<file path="config.mk">
export PLATFORM = sky130hd
export DESIGN_NAME = alarm_fout_ctrl
export DESIGN_NICKNAME = d
export VERILOG_FILES = /design/src/rtl/afc_pkg.sv /design/src/rtl/afc_divider.sv /design/src/rtl/afc_alarm_core.sv /design/src/rtl/afc_pin_mux.sv /design/src/rtl/alarm_fout_ctrl.sv
export SDC_FILE = /design/constraint.sdc
export NUM_CORES = 1
export LEC_CHECK = 0
export ABC_AREA = 0
export BUFFER_PORTS_ARGS = -buffer_cell sky130_fd_sc_hd__buf_2
export CAP_MARGIN = 10
export CORE_UTILIZATION = 40
export DETAILED_ROUTE_END_ITERATION = 10
export PLACE_DENSITY = 0.65
export SYNTH_ARGS = -nofsm -noshare
export SYNTH_HDL_FRONTEND = slang
export SYNTH_SLANG_ARGS = --single-unit
</file>
<file path="constraint.sdc">
create_clock -name clk_i -period 2.3 [get_ports clk_i]
set_input_delay 0.345 -clock clk_i [delete_from_list [all_inputs] [get_ports clk_i]]
set_output_delay 0.345 -clock clk_i [all_outputs]
set_load 0.005 [all_outputs]
</file>
<file path="src/rtl/afc_pkg.sv">
package afc_pkg;
   typedef enum logic [1:0] {
      FSEL_ALARM = 2'b00,
      FSEL_RAW   = 2'b01,
      FSEL_FAST  = 2'b10,
      FSEL_SLOW  = 2'b11
   } fsel_e;
endpackage

</file>
<file path="src/rtl/afc_divider.sv">
module afc_divider
   import afc_pkg::*;
#(
   parameter int FAST_LOG2 = 3,
   parameter int SLOW_LOG2 = 15
) (
   input  logic  clk_i,
   input  logic  rst_ni,
   input  fsel_e sel_i,
   output fsel_e sel_q_o,
   output logic  wrap_o,
   output logic  fast_o,
   output logic  slow_o
);
   logic [SLOW_LOG2-1:0] cnt_q;

   // counter at all ones: the next edge is the slow-clock boundary
   assign wrap_o = &cnt_q;
   assign fast_o = cnt_q[FAST_LOG2-1];
   assign slow_o = cnt_q[SLOW_LOG2-1];

   always_ff @(posedge clk_i or negedge rst_ni) begin
      if (!rst_ni) begin
         cnt_q   <= '0;
         sel_q_o <= FSEL_ALARM;
      end else begin
         cnt_q <= cnt_q + 1'b1;
         if (wrap_o) begin
            sel_q_o <= sel_i;
         end
      end
   end
endmodule

</file>
<file path="src/rtl/afc_alarm_core.sv">
module afc_alarm_core #(
   parameter int NUM_ALARMS   = 2,
   parameter int PULSE_CYCLES = 8192
) (
   input  logic                  clk_i,
   input  logic                  rst_ni,
   input  logic [NUM_ALARMS-1:0] en_i,
   input  logic [NUM_ALARMS-1:0] match_i,
   input  logic [NUM_ALARMS-1:0] clr_i,
   input  logic                  pulse_mode_i,
   output logic [NUM_ALARMS-1:0] flag_o,
   output logic                  irq_o
);
   localparam int PW = $clog2(PULSE_CYCLES + 1);
   localparam logic [PW-1:0] PLOAD = PW'(PULSE_CYCLES);

   logic [NUM_ALARMS-1:0] hit;
   logic [PW-1:0]         pcnt_q;

   assign hit = match_i & en_i;

   for (genvar i = 0; i < NUM_ALARMS; i++) begin : g_flag
      always_ff @(posedge clk_i or negedge rst_ni) begin
         if (!rst_ni) begin
            flag_o[i] <= 1'b0;
         end else if (hit[i]) begin
            flag_o[i] <= 1'b1;
         end else if (clr_i[i]) begin
            flag_o[i] <= 1'b0;
         end
      end
   end

   // a new hit reloads the pulse timer; otherwise it runs down to zero
   always_ff @(posedge clk_i or negedge rst_ni) begin
      if (!rst_ni) begin
         pcnt_q <= '0;
      end else if (pulse_mode_i && (|hit)) begin
         pcnt_q <= PLOAD;
      end else if (pcnt_q != '0) begin
         pcnt_q <= pcnt_q - 1'b1;
      end
   end

   assign irq_o = pulse_mode_i ? (pcnt_q != '0) : (|flag_o);
endmodule

</file>
<file path="src/rtl/afc_pin_mux.sv">
module afc_pin_mux
   import afc_pkg::*;
(
   input  logic  clk_i,
   input  fsel_e sel_i,
   input  logic  irq_i,
   input  logic  fast_i,
   input  logic  slow_i,
   output logic  pin_n_o
);
   always_comb begin
      case (sel_i)
         FSEL_ALARM: pin_n_o = ~irq_i;
         FSEL_RAW:   pin_n_o = clk_i;
         FSEL_FAST:  pin_n_o = fast_i;
         FSEL_SLOW:  pin_n_o = slow_i;
         default:    pin_n_o = 1'b1;
      endcase
   end
endmodule

</file>
<file path="src/rtl/alarm_fout_ctrl.sv">
module alarm_fout_ctrl
   import afc_pkg::*;
#(
   parameter int NUM_ALARMS   = 2,
   parameter int FAST_LOG2    = 3,
   parameter int SLOW_LOG2    = 15,
   parameter int PULSE_CYCLES = 8192
) (
   input  logic                  clk_i,
   input  logic                  rst_ni,
   input  logic [NUM_ALARMS-1:0] alarm_en_i,
   input  logic [NUM_ALARMS-1:0] alarm_match_i,
   input  logic [NUM_ALARMS-1:0] flag_clr_i,
   input  logic                  pulse_mode_i,
   input  logic [1:0]            fsel_i,
   output logic                  fout_n_o,
   output logic [NUM_ALARMS-1:0] flag_o
);
   if (NUM_ALARMS < 1) begin : g_bad_num
      $error("NUM_ALARMS must be at least 1");
   end
   if (FAST_LOG2 < 1 || FAST_LOG2 >= SLOW_LOG2) begin : g_bad_div
      $error("FAST_LOG2 must lie in 1 .. SLOW_LOG2-1");
   end
   if (PULSE_CYCLES < 1) begin : g_bad_pulse
      $error("PULSE_CYCLES must be at least 1");
   end

   fsel_e sel_q;
   logic  wrap;
   logic  fast_clk;
   logic  slow_clk;
   logic  irq;

   afc_divider #(
      .FAST_LOG2(FAST_LOG2),
      .SLOW_LOG2(SLOW_LOG2)
   ) i_divider (
      .clk_i  (clk_i),
      .rst_ni (rst_ni),
      .sel_i  (fsel_e'(fsel_i)),
      .sel_q_o(sel_q),
      .wrap_o (wrap),
      .fast_o (fast_clk),
      .slow_o (slow_clk)
   );

   afc_alarm_core #(
      .NUM_ALARMS  (NUM_ALARMS),
      .PULSE_CYCLES(PULSE_CYCLES)
   ) i_alarm_core (
      .clk_i       (clk_i),
      .rst_ni      (rst_ni),
      .en_i        (alarm_en_i),
      .match_i     (alarm_match_i),
      .clr_i       (flag_clr_i),
      .pulse_mode_i(pulse_mode_i),
      .flag_o      (flag_o),
      .irq_o       (irq)
   );

   afc_pin_mux i_pin_mux (
      .clk_i  (clk_i),
      .sel_i  (sel_q),
      .irq_i  (irq),
      .fast_i (fast_clk),
      .slow_i (slow_clk),
      .pin_n_o(fout_n_o)
   );
endmodule

</file>
After elaboration in Yosys (flattened, before gate mapping)
Cells that the tools add are included.

Flip-flop bits (word level): 33. Input bits: 11. Word-level logic and storage cells: 29.

Add/sub/neg operators: 2. Eq/ne operators: 3. Mux-type cells: 8. Bitwise operators: 2. Reduce and logical (&&, ||, !) cells: 9.

Operator list (number): $mux W14 (2); $add A15 B1 Y15 const B (1); $reduce_and A15 Y1 (1); $reduce_bool A14 Y1 (1); $sub A14 B1 Y14 const B (1); $reduce_bool A2 Y1 (3); $mux W1 (5); $eq A2 B2 Y1 const B (2); $pmux W1 S4 (1); $reduce_or A2 Y1 (2); $and A2 B2 Y2 (1); $eq A2 B1 Y1 const B (1); $logic_not A2 Y1 (1); $logic_and A1 B1 Y1 (1); $not A1 Y1 (1).

Logic depth before layout (Yosys ltp)
Word-level depth: 4. Depth in mapped cells: 6.

Hierarchy
A second synthesis with hierarchy kept.

Cell total of the unflattened synthesis: 159. Area total of the unflattened synthesis: 1665.3 um^2.

By module, submodules not included: afc_alarm_core (instances 1, cells an instance 94, area each 888.4 um^2, seq. area each 400.4 um^2); afc_divider (instances 1, cells an instance 63, area each 750.7 um^2, seq. area each 425.4 um^2); afc_pin_mux (instances 1, cells an instance 2, area each 26.3 um^2, seq. area each 0.0 um^2).

==> flow_summary_export.csv <==
group,metric,value,unit
run_status,status,"complete, but fails checks",
run_status,violations,"negative hold slack",
routing,vias,1274,
power_and_ir_drop,ir_drop,0.427,mV
routing,drt-met1-wl,1.48,mm
clock_network,cts_tree,"done",
clock_network,clk_pin_slew_worst_paths,0.06,ns
grt,grt_max_degree,34,
finish,fin_nets,200,
timing,fin_worst_skew,0.00466,ns
synthesis,synth_seq_cells,33,
synthesis,synthCells,157,
clock_network,ctsHoldBuffers,0,
floorplan,dieArea,0.00439,mm²
grt,first_global_vias,1333,
synthesis,syn_area_per_cell,10.5,µm²
placed_design,hpwl,2.30,mm
synthesis,synth.distinct_cells,43,
routing,drcViolationCount,0,
power_and_ir_drop,power.density,1040,mW/mm²
timing,holdWs,-0.00205,ns
floorplan,initial_core_util,43.5,%
timing,tightest_slew,0.709,ns
synthesis,synth_warnings,0,
worst_setup_path,slowest_stage,"dfrtp_1",
run,cap_viol_max_count,0,
finish,antenna_cells,0,
finish,drive_above_1_share,25.3,%
finish,fin_util,52.6,%
timing,finalHoldViolCount,5,
routing,route.met3.wl,105,µm
floorplan,rows,22,
timing,fmax,446,MHz
worst_setup_path,critPathCaptureType,"primary output",
worst_setup_path,max_stage_delay,0.41,ns
routing,dr.pass1.iters,4,
routing,dr.first_iter.drc_count,76,
routing,wire_per_inst,14.3,µm
routing,viasPerCell,5.44,
synthesis,syn_area,0.00165,mm²
power_and_ir_drop,power.leakage,0.934,nW
timing,setup_ws,0.0601,ns
worst_setup_path,start_kind,"flop",
finish,syn_to_final_growth,20.9,%
routing,met2WireLength,1.71,mm
synthesis,synthArstFlopShare,100,%
worst_hold_path,hold_path_class,"in2async",
floorplan,die_w,66.3,µm
routing,ant_nets,0,
timing,period_minus_slack,2.24,ns
worst_setup_path,reg2reg_to,"i_alarm_core.pcnt_q[6]",
worst_setup_path,critical_path_class,"reg2out",
worst_setup_path,cp.required,1.96,ns
worst_setup_path,timing.rr.start,"i_alarm_core.pcnt_q[6]",
worst_setup_path,cp_max_fo,4,
synthesis,synthesis.nets,171,
timing,timing.final.crit_share,97.4,%
worst_setup_path,cp_num_buf_inv,2,
synthesis,synth_edf_count,0,
floorplan,io_pins,14,
floorplan,die_h,66.3,µm
floorplan,coreArea,0.00380,mm²
timing,final_max_slew_viol_count,0,
placed_design,dp_slack,0.367,ns
grt,grt_pass1_wl,5.80,mm
placed_design,gp_congestion,0.839,
grt,antenna_found_initial,0,
routing,wirelength,3.35,mm
worst_setup_path,r2r_slack,0.45,ns
synthesis,synth-seq-area-share,50.0,%
finish,nFillCells,325,
timing,maxSlewHeadroom,52.7,%
timing,grt_setup_unrepaired,"yes",
worst_setup_path,crit_chain,"inv_2 > ha_4 > nor3b_4 > nand3_1 > nand4bb_1 > a22oi_2 > buf_2",
grt,grt-ovfl-total,0,
clock_network,insertion_delay,0.39,ns
grt,grt_usage,18.2,%
worst_setup_path,critical_path.top_delay_family,"simple AND/OR/NAND/NOR gates",
synthesis,synth_ff_type,"dfrtp_1",
worst_setup_path,worst-r2r-cell-count,4,
routing,maxUsedRoutingLayer,"met4",
placed_design,portBuffers,13,
timing,setup_viol,0,
worst_setup_path,arrival,1.89,ns
registers in the layout (all words and copies together), names as in the netlist:
| name | flops |
|---|---|
| i_alarm_core.pcnt_q | 14 |
| i_divider.cnt_q | 15 |
| i_alarm_core.flag_o | 2 |
| i_divider.sel_q_o | 2 |
power by group:
group          leakage (nW)  internal (mW)  switching, mW
Combinational         0.432          0.326          0.363
Clock                0.0759          0.350          0.226
Sequential            0.426          0.679          0.140
Total                 0.934           1.36          0.729
synthesized netlist by cell type, drive strengths merged, types with 2 or more instances:
cell type	number	share of area (%)
a211oi	2	0.91
a211o	2	1.1
ha	3	2.3
mux2i	4	2.4
or3	3	1.2
a21oi	5	1.5
xor2	5	2.7
or2	2	0.76
nand4	8	3.4
nor4	3	2.0
nand3	6	1.8
nand2b	2	0.76
dfrtp	33	50
nor3	5	1.5
or4	3	1.6
inv	9	2.0
nor2	13	3.0
xnor2	10	5.3
and3	4	1.5
o21ai	3	0.91
nand2	14	3.2
mux2	2	1.4
cells in the final DEF, fill, tap and decap left out, types with 2 or more instances in the layout:
master    count
a211oi_1      2
a21oi_1       5
and3_1        4
buf_2        13
buf_4         7
clkbuf_8      9
dfrtp_1      33
ha_1          2
inv_1         7
inv_2         2
mux2_2        2
mux2i_1       4
nand2_1      14
nand2b_1      2
nand3_1       6
nand4_1       7
nor2_1       13
nor3_1        5
nor4_4        2
o21ai_0       3
or2_2         2
or3_1         2
or4_1         2
xnor2_1      10
xor2_1        5
area by class of cell:
cell class	instances	area, µm²	area share, %
inverter	9	33.8	1.69
multi-input combinational	114	832	41.7
tap	48	60.1	3.01
clock buffer	11	133	6.64
timing repair buffer	19	113	5.64
sequential	33	826	41.4
kinds of logic (layout without fill, tap and decap cells):
family / count (synthesis) / in the layout / share of synthesized area, %
simple gates: 69 / 69 / 23.8
flops: 33 / 33 / 50.0
compound gates: 21 / 21 / 9.93
xor+xnor: 15 / 15 / 7.95
buf+inv: 10 / 39 / 2.27
mux: 6 / 6 / 3.79
fa+ha+maj: 3 / 3 / 2.27
timing repair:
item | CTS | global route
resized for setup | 3 | 6
setup endpoints to repair | 1 | 1
pin swaps | 0 | 2
setup buffers | 1 | 2
metal layers:
layer  vias up  GRT usage [%]
met5         -              0
met4         0           12.8
met3         7           6.38
met2        17           28.6
met1       632           20.5
li1        618              -
through the flow:
stage / setup TNS, ns / cell area, µm² / hold slack [ns] / instances / total power [mW]
6_report: 0 / 2000 / -0.00205 / 234 / 2.08
5_1_grt: -0.0898 / 2000 / 0.0570 / 234 / 2.21
4_1_cts: 0 / 1960 / 0.0222 / 232 / 2.03
3_5_place_dp: 0 / 1800 / 0.439 / 221 / 1.43
3_3_place_gp: 0 / 1800 / 0.433 / 221 / 1.39
2_1_floorplan: 0 / 1650 / 0.0494 / 157 / 1.25
worst max path at each step:
stage / depth (start not counted) / end / slack [ns] / from
after floorplan: 6 / fout_n_o / 0.34 / i_alarm_core.pcnt_q[0]
after global placement: 3 / fout_n_o / 0.37 / clk_i
after detailed placement: 7 / fout_n_o / 0.37 / i_alarm_core.pcnt_q[0]
after CTS: 7 / fout_n_o / 0.009 / i_alarm_core.pcnt_q[1]
after global routing: 5 / fout_n_o / -0.09 / i_alarm_core.pcnt_q[6]
final: 7 / fout_n_o / 0.06 / i_alarm_core.pcnt_q[1]
No activity file was read; power rests on OpenSTA's default activity.
